[config.mk]
export PLATFORM = sky130hd
export DESIGN_NAME = lockprot_unit
export DESIGN_NICKNAME = d
export VERILOG_FILES = /design/src/rtl/lockprot_pkg.sv /design/src/rtl/lockprot_cell.sv /design/src/rtl/lockprot_decode.sv /design/src/rtl/lockprot_eval.sv /design/src/rtl/lockprot_unit.sv
export SDC_FILE = /design/constraint.sdc
export NUM_CORES = 1
export LEC_CHECK = 0
export BUFFER_PORTS_ARGS = -buffer_cell sky130_fd_sc_hd__buf_4
export CORE_ASPECT_RATIO = 0.6
export CORE_MARGIN = 2
export CORE_UTILIZATION = 63
export DETAILED_ROUTE_END_ITERATION = 16
export GPL_TIMING_DRIVEN = 0
export HOLD_SLACK_MARGIN = 0.1
export PLACE_DENSITY = 0.85
export RECOVER_POWER = 100
export SLEW_MARGIN = 25
export SYNTH_ARGS = -nofsm -noshare
export SYNTH_HDL_FRONTEND = slang
export SYNTH_SLANG_ARGS = --single-unit
[constraint.sdc]
create_clock -name clk -period 3.9 [get_ports clk]
set_input_delay 0.39 -clock clk [delete_from_list [all_inputs] [get_ports clk]]
set_output_delay 0.39 -clock clk [all_outputs]
set_load 0.02 [all_outputs]
[src/rtl/lockprot_pkg.sv]
package lockprot_pkg;
  // One lock register: write-lock in bit 0, lock-down in bit 1.
  typedef struct packed {
    logic down;
    logic wlock;
  } lock_bits_t;

  localparam int LOCK_BITS = 2;
  localparam int END_SECTORS = 2;
endpackage

[src/rtl/lockprot_cell.sv]
module lockprot_cell
  import lockprot_pkg::*;
(
  input  logic       clk,
  input  logic       rst_n,
  input  logic       we,
  input  lock_bits_t wd,
  output lock_bits_t q
);
  // The lock-down bit freezes the whole register until reset.
  always_ff @(posedge clk or negedge rst_n) begin
    if (!rst_n) begin
      q <= '0;
    end else if (we && !q.down) begin
      q <= wd;
    end
  end
endmodule

[src/rtl/lockprot_decode.sv]
module lockprot_decode #(
  parameter int SEC_N = 16,
  parameter int SUB_N = 16,
  parameter int SUB_BYTES_W = 12,
  localparam int SEC_W = $clog2(SEC_N),
  localparam int SUBI_W = $clog2(SUB_N),
  localparam int AW = SEC_W + SUBI_W + SUB_BYTES_W
) (
  input  logic [AW-1:0]     addr,
  output logic [SEC_W-1:0]  sec,
  output logic [SUBI_W-1:0] sub,
  output logic              is_end,
  output logic              end_sel
);
  localparam logic [SEC_W-1:0] LAST_SEC = SEC_W'(SEC_N - 1);

  always_comb begin
    sec     = addr[AW-1 -: SEC_W];
    sub     = addr[SUB_BYTES_W +: SUBI_W];
    end_sel = (sec == LAST_SEC);
    is_end  = end_sel || (sec == '0);
  end
endmodule

[src/rtl/lockprot_eval.sv]
module lockprot_eval #(
  parameter int SEC_N = 16,
  parameter int SUB_N = 16,
  localparam int SEC_W = $clog2(SEC_N),
  localparam int SUBI_W = $clog2(SUB_N),
  localparam int SUBS_TOTAL = lockprot_pkg::END_SECTORS * SUB_N
) (
  input  logic [SEC_N-1:0]      sec_wl,
  input  logic [SUBS_TOTAL-1:0] sub_wl,
  input  logic                  top_lock_n,
  input  logic [SEC_W-1:0]      sec,
  input  logic [SUBI_W-1:0]     sub,
  input  logic                  is_end,
  input  logic                  end_sel,
  input  logic                  bulk,
  output logic                  prot
);
  logic any_lock;
  logic region_lock;

  always_comb begin
    any_lock    = (|sec_wl) || (|sub_wl) || !top_lock_n;
    region_lock = sec_wl[sec]
               || (is_end && sub_wl[{end_sel, sub}])
               || (end_sel && !top_lock_n);
    prot        = bulk ? any_lock : region_lock;
  end
endmodule

[src/rtl/lockprot_unit.sv]
module lockprot_unit
  import lockprot_pkg::*;
#(
  parameter int SEC_N = 16,
  parameter int SUB_N = 16,
  parameter int SUB_BYTES_W = 12,
  parameter int DW = 8,
  localparam int SEC_W = $clog2(SEC_N),
  localparam int SUBI_W = $clog2(SUB_N),
  localparam int AW = SEC_W + SUBI_W + SUB_BYTES_W
) (
  input  logic          clk,
  input  logic          rst_n,
  input  logic [AW-1:0] lk_addr,
  input  logic          lk_sub,
  input  logic          lk_wr,
  input  logic [DW-1:0] lk_wdata,
  output logic [DW-1:0] lk_rdata,
  input  logic          top_lock_n,
  input  logic [AW-1:0] chk_addr,
  input  logic          chk_bulk,
  output logic          chk_prot
);
  localparam int SUBS_TOTAL = END_SECTORS * SUB_N;

  // Register-access side decode
  logic [SEC_W-1:0]  a_sec;
  logic [SUBI_W-1:0] a_sub;
  logic              a_end;
  logic              a_endsel;

  lockprot_decode #(.SEC_N(SEC_N), .SUB_N(SUB_N), .SUB_BYTES_W(SUB_BYTES_W)) i_dec_lk (
    .addr(lk_addr), .sec(a_sec), .sub(a_sub), .is_end(a_end), .end_sel(a_endsel)
  );

  // Query side decode
  logic [SEC_W-1:0]  q_sec;
  logic [SUBI_W-1:0] q_sub;
  logic              q_end;
  logic              q_endsel;

  lockprot_decode #(.SEC_N(SEC_N), .SUB_N(SUB_N), .SUB_BYTES_W(SUB_BYTES_W)) i_dec_chk (
    .addr(chk_addr), .sec(q_sec), .sub(q_sub), .is_end(q_end), .end_sel(q_endsel)
  );

  lock_bits_t wr_bits;
  assign wr_bits = lock_bits_t'(lk_wdata[LOCK_BITS-1:0]);

  lock_bits_t              sec_q [SEC_N];
  lock_bits_t              sub_q [SUBS_TOTAL];
  logic [SEC_N-1:0]        sec_wl;
  logic [SUBS_TOTAL-1:0]   sub_wl;

  // Sector-level registers
  for (genvar i = 0; i < SEC_N; i++) begin : g_sec
    logic we;
    assign we = lk_wr && !lk_sub && (a_sec == SEC_W'(i));
    lockprot_cell i_cell (.clk(clk), .rst_n(rst_n), .we(we), .wd(wr_bits), .q(sec_q[i]));
    assign sec_wl[i] = sec_q[i].wlock;
  end

  // Sub-sector registers, present only in the two end sectors
  for (genvar e = 0; e < END_SECTORS; e++) begin : g_end
    for (genvar j = 0; j < SUB_N; j++) begin : g_sub
      localparam int IDX = e * SUB_N + j;
      logic we;
      assign we = lk_wr && lk_sub && a_end
               && (a_endsel == 1'(e)) && (a_sub == SUBI_W'(j));
      lockprot_cell i_cell (.clk(clk), .rst_n(rst_n), .we(we), .wd(wr_bits), .q(sub_q[IDX]));
      assign sub_wl[IDX] = sub_q[IDX].wlock;
    end
  end

  // Read-back mux
  lock_bits_t rd_bits;
  always_comb begin
    if (!lk_sub) begin
      rd_bits = sec_q[a_sec];
    end else if (a_end) begin
      rd_bits = sub_q[{a_endsel, a_sub}];
    end else begin
      rd_bits = '0;
    end
  end
  assign lk_rdata = {{(DW-LOCK_BITS){1'b0}}, rd_bits};

  lockprot_eval #(.SEC_N(SEC_N), .SUB_N(SUB_N)) i_eval (
    .sec_wl(sec_wl), .sub_wl(sub_wl), .top_lock_n(top_lock_n),
    .sec(q_sec), .sub(q_sub), .is_end(q_end), .end_sel(q_endsel),
    .bulk(chk_bulk), .prot(chk_prot)
  );
endmodule

==> results by group <==
Floorplanning
  – Die H: between 70 and 80 um
  – Row cnt: 25
  – Die area: between 9000 and 10000 um^2
  – Die Wd: between 100 and 150 um
  – Area of the core: between 8000 and 9000 um^2
  – Initial Utilization: 0.6630
  – Io pins: 63

Detailed routing
  – Met1 wire length: between 6000 and 7000 um
  – Vias per cell: just over 7
  – Top sig layer: met4
  – Detail Route met3 WL: 2031 um
  – Initial DRC count: a little over 600
  – DR WL met2: approximately 5800 um
  – Wirelength, routed: between 10000 and 15000 um
  – # DRC: 0
  – Pre-antenna DRT Iters: 5
  – Routed via count: ~4100
  – Antenna-violating nets left: 0
  – Avg WL per Cell: around 25 um

STA
  – Relative slew slack: -0.5830
  – RSZ-0062 raised after global routing: false
  – Hold Violations, Final: 0
  – Worst Max-Slew Pin Slew: about 2.4 ns
  – Final period util: 0.8118
  – Skew final: between 0.004 and 0.005 ns
  – Fin crit period: about 3.2 ns
  – Max Clk Rate: ~0.32 GHz
  – TNS Setup: 0 ns
  – Count of final setup violators: 0
  – Fin. max-slew vios: 97

Worst setup path
  – Worst EP arrival: approximately 2.8 ns
  – R2R Setup Slk: approximately 2.3 ns
  – CP required: 3.51 ns
  – Crit Path Category: in -> out
  – Worst Setup End Kind: output port
  – RR Endpoint: g_sec[8].i_cell.q[0]
  – CP Max Fanout: 10
  – R2r startpoint: g_sec[8].i_cell.q[1]
  – Worst-case reg-to-reg path depth: 2
  – Worst setup SP type: input port

GRT
  – First-pass GRT wire length: between 20000 and 25000 um
  – Largest net degree at the start of global routing: 97
  – Vias in the first global route: between 3000 and 4000
  – GRT Residual Overflow: 0
  – Initial antenna violation count: 0
  – Total track usage: 0.3372

Clock tree
  – Max clock buf depth: 2
  – Post-CTS Resized: 0
  – Setup Fix Bufs, Post-CTS: 0
  – Clock Sinks: 96
  – CTS H-tree lvls: 3
  – CTS tree: done
  – Hold_buf cts: 0
  – Worst-path clk slew: 0.06 ns
  – CTS Buf Count: 9
  – CTS root buf: clkbuf_16
  – Worst-Skew Late Latency: roughly 0.35 ns

Synth
  – Largest family of logic cells by synthesized area: multiplexers
  – Compound-Gate Fraction of Synth Area: 0.09319
  – Synth unique cells: 46
  – Sequential fraction of the synthesis area: 0.4507
  – Yosys top cell by area: dfrtp_1
  – EDFF count, synth: 0
  – Synth Register Bits: 96
  – Synth warnings: 0
  – Synthesized area: 5330 um^2
  – Simple-Gate Fraction of Synth Area: 0.1472
  – Share of the synthesized area in the top cell type: 0.4507
  – Mux cell area share after synthesis: 0.2707
  – Post-Synth Adder-Cell Area: 0
  – Synth area leaders: dfrtp_1 45%, mux4_2 11%, mux2_2 9.9%, nor3_1 4.5%, a21o_1 4.5%
  – Post-synth ARST share: 1.000
  – Post-Synth XOR/XNOR Area: 0
  – Syn avg cell area: about 12 um^2
  – Ys flop type: dfrtp_1
  – Gate Count Post-Synth: 435

Hold path
  – Min-delay src: lk_wdata[1]
  – Worst hold endpoint: g_sec[15].i_cell.q[1]
  – Hold Crit Depth: 2
  – Hold Path Class: in -> reg

Outcome
  – Status: finished, violations left
  – Failing checks: max-capacitance violations, max-slew violations

Cells and area
  – Fin area: about 6000 um^2
  – Reg area: between 2000 and 2500 um^2
  – FILL cells: 547
  – Nets@finish: 522
  – Multi-input gate area: 2705 um^2
  – Synthesis-to-finish area growth: 9.624%
  – Finished Core Util: 0.7268
  – Diodes inserted: 0
  – Share of layout cells above drive strength 1: 0.2474

Power and ir drop
  – Leak Pwr: 2.789 nW
  – Power density over the cells: roughly 410 nW/um^2
  – Peak supply drop: approximately 0.00029 V

Placement
  – DP HPWL: a little over 10000 um
  – Routability cong.: slightly below 1
  – Port bufs: 17
  – Placed Area: approximately 5600 um^2

Flow run
  – Max cap viols: 1
[placed cells by master, fill, tap and decap left out, types with 15 or more instances in the layout]
master	instances
dfrtp_1	96
nor3_1	51
mux2_2	41
a21o_1	32
mux4_2	26
clkbuf_1	24
buf_4	20
nor2_1	18
nor4_1	17
o21bai_1	15
[report_power, final]
part	leakage (nW)	total, mW	internal, mW	switching, mW
registers	1.29	1.16	1.08	0.0865
logic	1.35	0.359	0.175	0.184
clock network	0.145	0.896	0.513	0.383
[per-stage QoR]
step / power [mW] / hold slack, ns / std cells / setup WS [ns]
after floorplan: 1.397 / 0.09441 / 440 / 1.553
after global placement: 1.517 / 0.4654 / 565 / 1.171
after detailed placement: 1.533 / 0.4664 / 565 / 1.167
after CTS: 2.422 / 0.1662 / 581 / 1.143
after global routing: 2.501 / 0.2922 / 581 / 0.6059
final: 2.419 / 0.3022 / 581 / 0.7341
[critical path, stage by stage]
cell      delay [ns]
buf_4           0.12
clkbuf_1        0.65
buf_4           0.34
mux4_2          0.53
a22oi_1         0.22
nand3_1         0.14
a22o_1          0.21
clkbuf_1        0.17
[area by class of cell]
class                   count  area share
clock inverters             5    0.009636
repair buffers             17     0.01884
plain buffers              33     0.03019
flip-flops and latches     96      0.4111
multi-input cells         307      0.4630
clock buffers              11     0.04154
well taps                 108     0.02313
inverters                   4    0.002570
[synth_stat cells (6+ instances only)]
| master | n |
|---|---|
| dfrtp_1 | 96 |
| nor3_1 | 48 |
| mux2_2 | 47 |
| a21o_1 | 32 |
| mux4_2 | 26 |
| nor2_1 | 18 |
| nor4_1 | 16 |
| o21bai_1 | 15 |
| clkbuf_1 | 14 |
| nand2_1 | 12 |
| mux2i_1 | 11 |
| buf_4 | 9 |
| nand2b_1 | 8 |
| buf_2 | 7 |
| mux4_1 | 7 |
| nand3_1 | 7 |
| or2_2 | 6 |
[per-layer routing]
metal,vias to the layer above,GRT usage
met1,2081,0.5166
met3,22,0.1455
li1,1728,-
met2,280,0.4475
met4,0,0.06513
met5,-,0
[kinds of logic (layout without fill, tap and decap cells)]
| kind of cell | after synthesis | in the layout |
|---|---|---|
| AO/OA/AOI/OAI | 67 | 67 |
| buffers and inverters | 37 | 70 |
| AND/OR/NAND/NOR | 140 | 140 |
| multiplexers | 94 | 94 |
| other | 1 | 6 |
| flip-flops | 96 | 96 |
[worst max-delay path by stage]
| stage | startpoint | endpoint | slack, ns |
|---|---|---|---|
| 2_1_floorplan | lk_addr[17] | lk_rdata[1] | 1.55 |
| 3_5_place_dp | lk_addr[17] | lk_rdata[1] | 1.17 |
| 4_1_cts | lk_addr[12] | lk_rdata[1] | 1.14 |
| 6_report | lk_addr[12] | lk_rdata[1] | 0.73 |
| 5_1_grt | lk_addr[12] | lk_rdata[1] | 0.61 |
| 3_3_place_gp | lk_addr[17] | lk_rdata[1] | 1.17 |
[registers in the layout, summed over array words and instances, names as in the netlist]
signal and flops:
g_end.g_sub.i_cell.q 64, g_sec.i_cell.q 32
Note: power is estimated with default switching activity, not from simulation.
